[config.mk]
export PLATFORM = sky130hd
export DESIGN_NAME = sect_bip_mon
export DESIGN_NICKNAME = d
export VERILOG_FILES = /design/src/rtl/sbip_pkg.sv /design/src/rtl/sbip_accum.sv /design/src/rtl/sbip_errcnt.sv /design/src/rtl/sbip_rdport.sv /design/src/rtl/sect_bip_mon.sv
export SDC_FILE = /design/constraint.sdc
export NUM_CORES = 1
export LEC_CHECK = 0
export BUFFER_PORTS_ARGS = -buffer_cell sky130_fd_sc_hd__buf_4
export CAP_MARGIN = 0
export CORE_ASPECT_RATIO = 0.6
export CORE_MARGIN = 3
export CORE_UTILIZATION = 40
export CTS_CLUSTER_DIAMETER = 150
export DETAILED_ROUTE_END_ITERATION = 8
export HOLD_SLACK_MARGIN = 0.15
export PLACE_DENSITY_LB_ADDON = 0.1
export REMOVE_ABC_BUFFERS = 1
export SYNTH_ARGS = -nofsm -noshare
export SYNTH_HDL_FRONTEND = slang
export SYNTH_SLANG_ARGS = --single-unit
[constraint.sdc]
create_clock -name clk -period 12.3 [get_ports clk]
set_clock_uncertainty 0.1 [all_clocks]
set_input_delay 0.615 -clock clk [delete_from_list [all_inputs] [get_ports clk]]
set_output_delay 0.615 -clock clk [all_outputs]
set_load 0.01 [all_outputs]
[src/rtl/sbip_pkg.sv]
package sbip_pkg;

    typedef struct packed {
        logic       chk;
        logic [7:0] mism;
    } sbip_cmp_t;

    function automatic logic [3:0] ones8(input logic [7:0] v);
        logic [3:0] n;
        n = 4'd0;
        for (int i = 0; i < 8; i++) begin
            n = n + {3'd0, v[i]};
        end
        return n;
    endfunction

endpackage

[src/rtl/sbip_accum.sv]
module sbip_accum
    import sbip_pkg::*;
#(
    parameter int FRAME_BYTES = 2430
) (
    input  logic       clk,
    input  logic       rst_n,
    input  logic       lof,
    input  logic       byte_vld,
    input  logic       frm_start,
    input  logic [7:0] din,
    output sbip_cmp_t  cmp_o
);

    localparam int CW = $clog2(FRAME_BYTES + 2);
    localparam logic [CW-1:0] FULL = CW'(FRAME_BYTES);
    localparam logic [CW-1:0] OVER = CW'(FRAME_BYTES + 1);

    typedef struct packed {
        logic [7:0]    acc;
        logic [CW-1:0] cnt;
        logic          aligned;
        sbip_cmp_t     cmp;
    } acc_st_t;

    acc_st_t st_d, st_q;

    always_comb begin
        st_d     = st_q;
        st_d.cmp = '0;
        if (lof) begin
            st_d.aligned = 1'b0;
            st_d.cnt     = '0;
            st_d.acc     = '0;
        end else if (byte_vld) begin
            if (frm_start) begin
                if (st_q.aligned && st_q.cnt == FULL) begin
                    st_d.cmp.chk  = 1'b1;
                    st_d.cmp.mism = din ^ st_q.acc;
                end
                st_d.acc     = din;
                st_d.cnt     = CW'(1);
                st_d.aligned = 1'b1;
            end else if (st_q.aligned) begin
                st_d.acc = st_q.acc ^ din;
                if (st_q.cnt != OVER) begin
                    st_d.cnt = st_q.cnt + CW'(1);
                end
            end
        end
    end

    always_ff @(posedge clk) begin
        if (!rst_n) begin
            st_q <= '0;
        end else begin
            st_q <= st_d;
        end
    end

    assign cmp_o = st_q.cmp;


    cmp_after_start_chk: assert property (@(posedge clk) disable iff (!rst_n)
        cmp_o.chk |-> $past(frm_start && byte_vld && !lof));


    lof_no_cmp_chk: assert property (@(posedge clk) disable iff (!rst_n)
        $past(lof) |-> !cmp_o.chk);

endmodule

[src/rtl/sbip_errcnt.sv]
module sbip_errcnt
    import sbip_pkg::*;
#(
    parameter int CNT_W = 32
) (
    input  logic             clk,
    input  logic             rst_n,
    input  logic             per_frame,
    input  sbip_cmp_t        cmp_i,
    output logic [CNT_W-1:0] cnt_o
);

    localparam logic [CNT_W-1:0] CNT_MAX = {CNT_W{1'b1}};

    typedef struct packed {
        logic [CNT_W-1:0] cnt;
    } cnt_st_t;

    cnt_st_t    st_d, st_q;
    logic [3:0] inc;
    logic [CNT_W:0] sum;

    always_comb begin
        st_d = st_q;
        inc  = per_frame ? {3'd0, |cmp_i.mism} : ones8(cmp_i.mism);
        sum  = {1'b0, st_q.cnt} + (CNT_W + 1)'(inc);
        if (cmp_i.chk) begin
            st_d.cnt = sum[CNT_W] ? CNT_MAX : sum[CNT_W-1:0];
        end
    end

    always_ff @(posedge clk) begin
        if (!rst_n) begin
            st_q <= '0;
        end else begin
            st_q <= st_d;
        end
    end

    assign cnt_o = st_q.cnt;


    sat_sticky_chk: assert property (@(posedge clk) disable iff (!rst_n)
        $past(cnt_o) == CNT_MAX |-> cnt_o == CNT_MAX);


    step_bound_chk: assert property (@(posedge clk) disable iff (!rst_n)
        (cnt_o >= $past(cnt_o)) && ((cnt_o - $past(cnt_o)) <= CNT_W'(8)));


    frame_step_chk: assert property (@(posedge clk) disable iff (!rst_n)
        $past(per_frame) |-> (cnt_o - $past(cnt_o)) <= CNT_W'(1));

endmodule

[src/rtl/sbip_rdport.sv]
module sbip_rdport #(
    parameter int CNT_W  = 32,
    parameter int NBYTES = 4,
    parameter int AW     = 2
) (
    input  logic             clk,
    input  logic             rst_n,
    input  logic             rd_en,
    input  logic [AW-1:0]    rd_addr,
    input  logic [CNT_W-1:0] cnt_i,
    output logic [7:0]       rd_data
);

    localparam int SW = NBYTES * 8;

    typedef struct packed {
        logic [SW-1:0] snap;
        logic [7:0]    rdata;
    } rd_st_t;

    rd_st_t        st_d, st_q;
    logic [SW-1:0] cnt_ext;
    logic [7:0]    lane [NBYTES];

    assign cnt_ext = SW'(cnt_i);

    for (genvar g = 0; g < NBYTES; g++) begin : g_lane
        assign lane[g] = st_q.snap[g*8 +: 8];
    end

    always_comb begin
        st_d = st_q;
        if (rd_en) begin
            if (rd_addr == '0) begin
                st_d.rdata = cnt_ext[7:0];
                st_d.snap  = cnt_ext;
            end else if (int'(rd_addr) < NBYTES) begin
                st_d.rdata = lane[rd_addr];
            end else begin
                st_d.rdata = 8'd0;
            end
        end
    end

    always_ff @(posedge clk) begin
        if (!rst_n) begin
            st_q <= '0;
        end else begin
            st_q <= st_d;
        end
    end

    assign rd_data = st_q.rdata;


    snap_hold_chk: assert property (@(posedge clk) disable iff (!rst_n)
        !$past(rd_en && rd_addr == '0) |-> $stable(st_q.snap));


    rdata_hold_chk: assert property (@(posedge clk) disable iff (!rst_n)
        !$past(rd_en) |-> $stable(rd_data));

endmodule

[src/rtl/sect_bip_mon.sv]
module sect_bip_mon
    import sbip_pkg::*;
#(
    parameter int FRAME_BYTES = 2430,
    parameter int CNT_W       = 32,
    parameter int RD_AW       = (((CNT_W + 7) / 8) > 1) ? $clog2((CNT_W + 7) / 8) : 1
) (
    input  logic             clk,
    input  logic             rst_n,
    input  logic             lof,
    input  logic             byte_vld,
    input  logic             frm_start,
    input  logic [7:0]       din,
    input  logic             per_frame,
    input  logic             rd_en,
    input  logic [RD_AW-1:0] rd_addr,
    output logic [7:0]       rd_data,
    output logic             err_pulse
);

    localparam int NBYTES = (CNT_W + 7) / 8;

    sbip_cmp_t        cmp;
    logic [CNT_W-1:0] cnt;

    sbip_accum #(.FRAME_BYTES(FRAME_BYTES)) u_accum (
        .clk       (clk),
        .rst_n     (rst_n),
        .lof       (lof),
        .byte_vld  (byte_vld),
        .frm_start (frm_start),
        .din       (din),
        .cmp_o     (cmp)
    );

    sbip_errcnt #(.CNT_W(CNT_W)) u_errcnt (
        .clk       (clk),
        .rst_n     (rst_n),
        .per_frame (per_frame),
        .cmp_i     (cmp),
        .cnt_o     (cnt)
    );

    sbip_rdport #(.CNT_W(CNT_W), .NBYTES(NBYTES), .AW(RD_AW)) u_rdport (
        .clk     (clk),
        .rst_n   (rst_n),
        .rd_en   (rd_en),
        .rd_addr (rd_addr),
        .cnt_i   (cnt),
        .rd_data (rd_data)
    );

    assign err_pulse = cmp.chk && (cmp.mism != 8'd0);


    pulse_single_chk: assert property (@(posedge clk) disable iff (!rst_n)
        err_pulse |=> !err_pulse);


    pulse_counts_chk: assert property (@(posedge clk) disable iff (!rst_n)
        err_pulse |=> cnt != $past(cnt) || cnt == {CNT_W{1'b1}});

endmodule

==> summary.txt <==
Setup TNS Final -> 0 ns
Pre-antenna DRT Iters -> 4
fillcell total -> 1066
TritonCTS Buffers -> 9
cell-internal power -> 0.456 mW
IO Count -> 26
detailed placement HPWL -> 7760 um
GRT Util Overall -> 18.0%
TritonCTS Sinks -> 94
first-pass GRT wire length -> 17900 um
PwrDens -> 118 nW/um^2
area leader, netlist -> dfxtp_1
Antenna Cells -> 0
clock power share -> 45.3%
vias in the first global route -> 3256
worst skew pair latency -> 0.35 ns
clock transition at the registers of the reported paths -> 0.07 ns
layout overhead on the synthesized area -> 11.2%
most common cell in the netlist -> dfxtp_1
Setup crit start kind -> register
placed standard-cell area -> 4820 um^2
crit path max fanout -> 16
Critical Path AT -> 5.04 ns
CP top delay family -> adder cells
NetSw -> 0.148 mW
Routed Antenna Nets -> 0
fin area -> 5110 um^2
Pins Over Slew Limit -> 0
Post-CTS Hold Buffers -> 0
crit path time final -> 4.88 ns
power consumption -> 0.604 mW
Most common cell on crit path -> fa_1
status -> finished clean
final WL -> 10900 um
Die ar. -> 12900 um^2
Slew Limit Headroom -> 37.5%
Gate Count Post-Synth -> 511
CTS resizes -> 0
Rows -> 29
CTS tree -> built
final hold vios -> 0
multi-input logic area -> 2480 um^2
core box area -> 10900 um^2
gr ovfl total -> 0
WS Path Type -> reg2reg
ys async rst share -> 0%
leak pwr -> 1.78 nW
clock root cell -> clkbuf_16
deepest clock path buffer count -> 2
min-delay worst type -> reg2reg
number of synthesized flops with an enable pin -> 0
Max Freq -> 205 MHz
Sw Share -> 24.5%
# H-tree levels -> 3
VDD IR-drop max -> 0.0712 mV
Slew @ Worst Pin -> 0.937 ns
Seq/Total Area, Yosys -> 40.9%
Synth Area per Inst -> 8.99 um^2
Synth Flop Type -> dfxtp_1
NumNets Final -> 551
Critical Path Sink Type -> register
layout cell share with drive strength beyond 1 -> 17.0%
vias per std cell -> 5.38
die width -> 144 um
Synth Register Bits -> 94
postcts setup bufs -> 0
Storage cell area -> 1880 um^2
Final setup viols -> 0
PortBufs -> 25
Synth top cells by count -> dfxtp_1, nand2_1, nor2_1
critical-path cell list -> inv_1, ha_1, inv_1, fa_1, fa_1, fa_1, fa_1, xor2_1, nor2_1, ha_1, nand3_1, nand2_1, nand3_2, or3_1, buf_4, a31oi_1
Critical Path Max Stage Delay -> 0.57 ns
Synth area leaders -> dfxtp_1, nand2_1, xor2_1
largest net degree at the start of global routing -> 61
initial antenna violation count -> 0
Syn Std Cell Area -> 4600 um^2
Comb pwr share -> 4.1%
routability cong. -> 0.780
Synth Warn # -> 0
DRC Markers -> 0
final period utilization -> 39.6%
starting density of the core -> 42.2%
Yosys top cell area share -> 40.9%
Flop pwr share -> 50.6%
buffers plus inverters on the worst setup path -> 3
max-cap viol count -> 0
Critical Path Slowest Stage Cell -> or3_1
height of the chip -> 89.0 um
Unique masters post-synth -> 52
drt wl/cell -> 16.4 um
DR vias -> 3569
RSZ-0062 raised after global routing -> false
number of DRC markers in iteration 0 -> 354
worst path required time -> 12.47 ns
-- tightest hold or removal path, stage by stage, from the launching register on --
cell and delay (ns):
dfxtp_1 0.31, nand2_1 0.05, a21oi_1 0.05
-- placed cells by master, fill, tap and decap left out, types with 2 or more instances in the layout --
cell | Yosys | layout
a31oi_1 | 6 | 6
nand2_1 | 80 | 80
fa_1 | 5 | 5
xor2_1 | 24 | 24
dfxtp_1 | 94 | 94
nand3_1 | 19 | 19
inv_6 | 0 | 3
and2_1 | 3 | 3
nor3_1 | 7 | 7
nand4_1 | 15 | 15
mux4_2 | 8 | 8
buf_4 | 2 | 28
or4_1 | 2 | 2
o221a_2 | 4 | 4
clkbuf_16 | 0 | 9
nor2b_1 | 2 | 2
a21oi_1 | 33 | 33
mux2i_1 | 10 | 10
nor3b_1 | 2 | 2
nor2_1 | 37 | 37
nor2_2 | 7 | 7
inv_1 | 19 | 19
or3_1 | 6 | 6
and3_1 | 9 | 9
clkinv_4 | 0 | 3
ha_1 | 10 | 10
and4_1 | 5 | 5
o31ai_1 | 3 | 3
xnor2_1 | 22 | 22
a21oi_2 | 20 | 20
o21ai_0 | 4 | 4
nor4b_1 | 2 | 2
nand2b_1 | 2 | 2
nand4b_1 | 3 | 3
-- per-layer routing --
layer  vias up  wire (um)  global-route usage (%)
met3        12        549                    5.02
met5         -          0                       0
met1      1713       6360                    30.4
met2        64       3870                    21.3
li1       1780          -                       -
met4         0        123                    4.06
-- state kept, by name, summed over array words and instances (netlist names) --
name	flops
u_accum.st_q	21
u_rdport.rd_data	8
u_errcnt.cnt_o	32
u_rdport.lane	24
u_accum.cmp_o	9
-- metrics by stage --
step | utilization (%) | setup WS (ns) | hold slack [ns] | cells
2_1_floorplan | - | 7.57 | 0.333 | 480
3_3_place_gp | 44.3 | 7.59 | 0.342 | 647
3_5_place_dp | 44.3 | 7.48 | 0.347 | 647
4_1_cts | 47.0 | 7.44 | 0.358 | 663
5_1_grt | 47.0 | 7.16 | 0.376 | 663
6_report | 47.0 | 7.42 | 0.355 | 663
-- cells by family after synthesis --
| kind of cell | share of synthesized area (%) |
|---|---|
| and+or+nand+nor | 22.2 |
| DFF | 40.9 |
| AOI/OAI and AO/OA | 11.8 |
| buffers and inverters | 5.04 |
| xor gates and xnor gates | 8.77 |
| muxes | 6.34 |
| adders and majority gates | 4.90 |
-- cell type report --
cell class                 instances  share of cell area, %
sequential                        94                   36.8
clock inverter                     7                   1.25
timing repair buffer              28                   4.11
clock buffer                       9                   4.41
tap                              139                   3.40
inverter                          20                   1.47
multi-input combinational        366                   48.6
-- power by group through the flow --
stage	Combinational, mW	Sequential [mW]	Clock [mW]
after floorplan	0.0132	0.313	0
after global placement	0.0247	0.313	0
after detailed placement	0.0249	0.313	0
after CTS	0.0250	0.306	0.281
after global routing	0.0272	0.306	0.296
final	0.0248	0.306	0.274
-- final timing paths --
path | slack (ns) | cells past startpoint | to | from
worst max-delay path | 7.42 | 16 | u_errcnt.cnt_o[30]$_SDFFE_PN0P_ | u_accum.cmp_o[0]$_SDFF_PP0_
worst max register to register | 7.42 | 16 | u_errcnt.cnt_o[30]$_SDFFE_PN0P_ | u_accum.cmp_o[0]$_SDFF_PP0_
worst min register to register | 0.36 | 2 | u_rdport.lane[18]$_SDFFE_PN0P_ | u_rdport.lane[18]$_SDFFE_PN0P_
worst min-delay path | 0.36 | 2 | u_rdport.lane[18]$_SDFFE_PN0P_ | u_rdport.lane[18]$_SDFFE_PN0P_
Note: power is estimated with default switching activity, not from simulation.
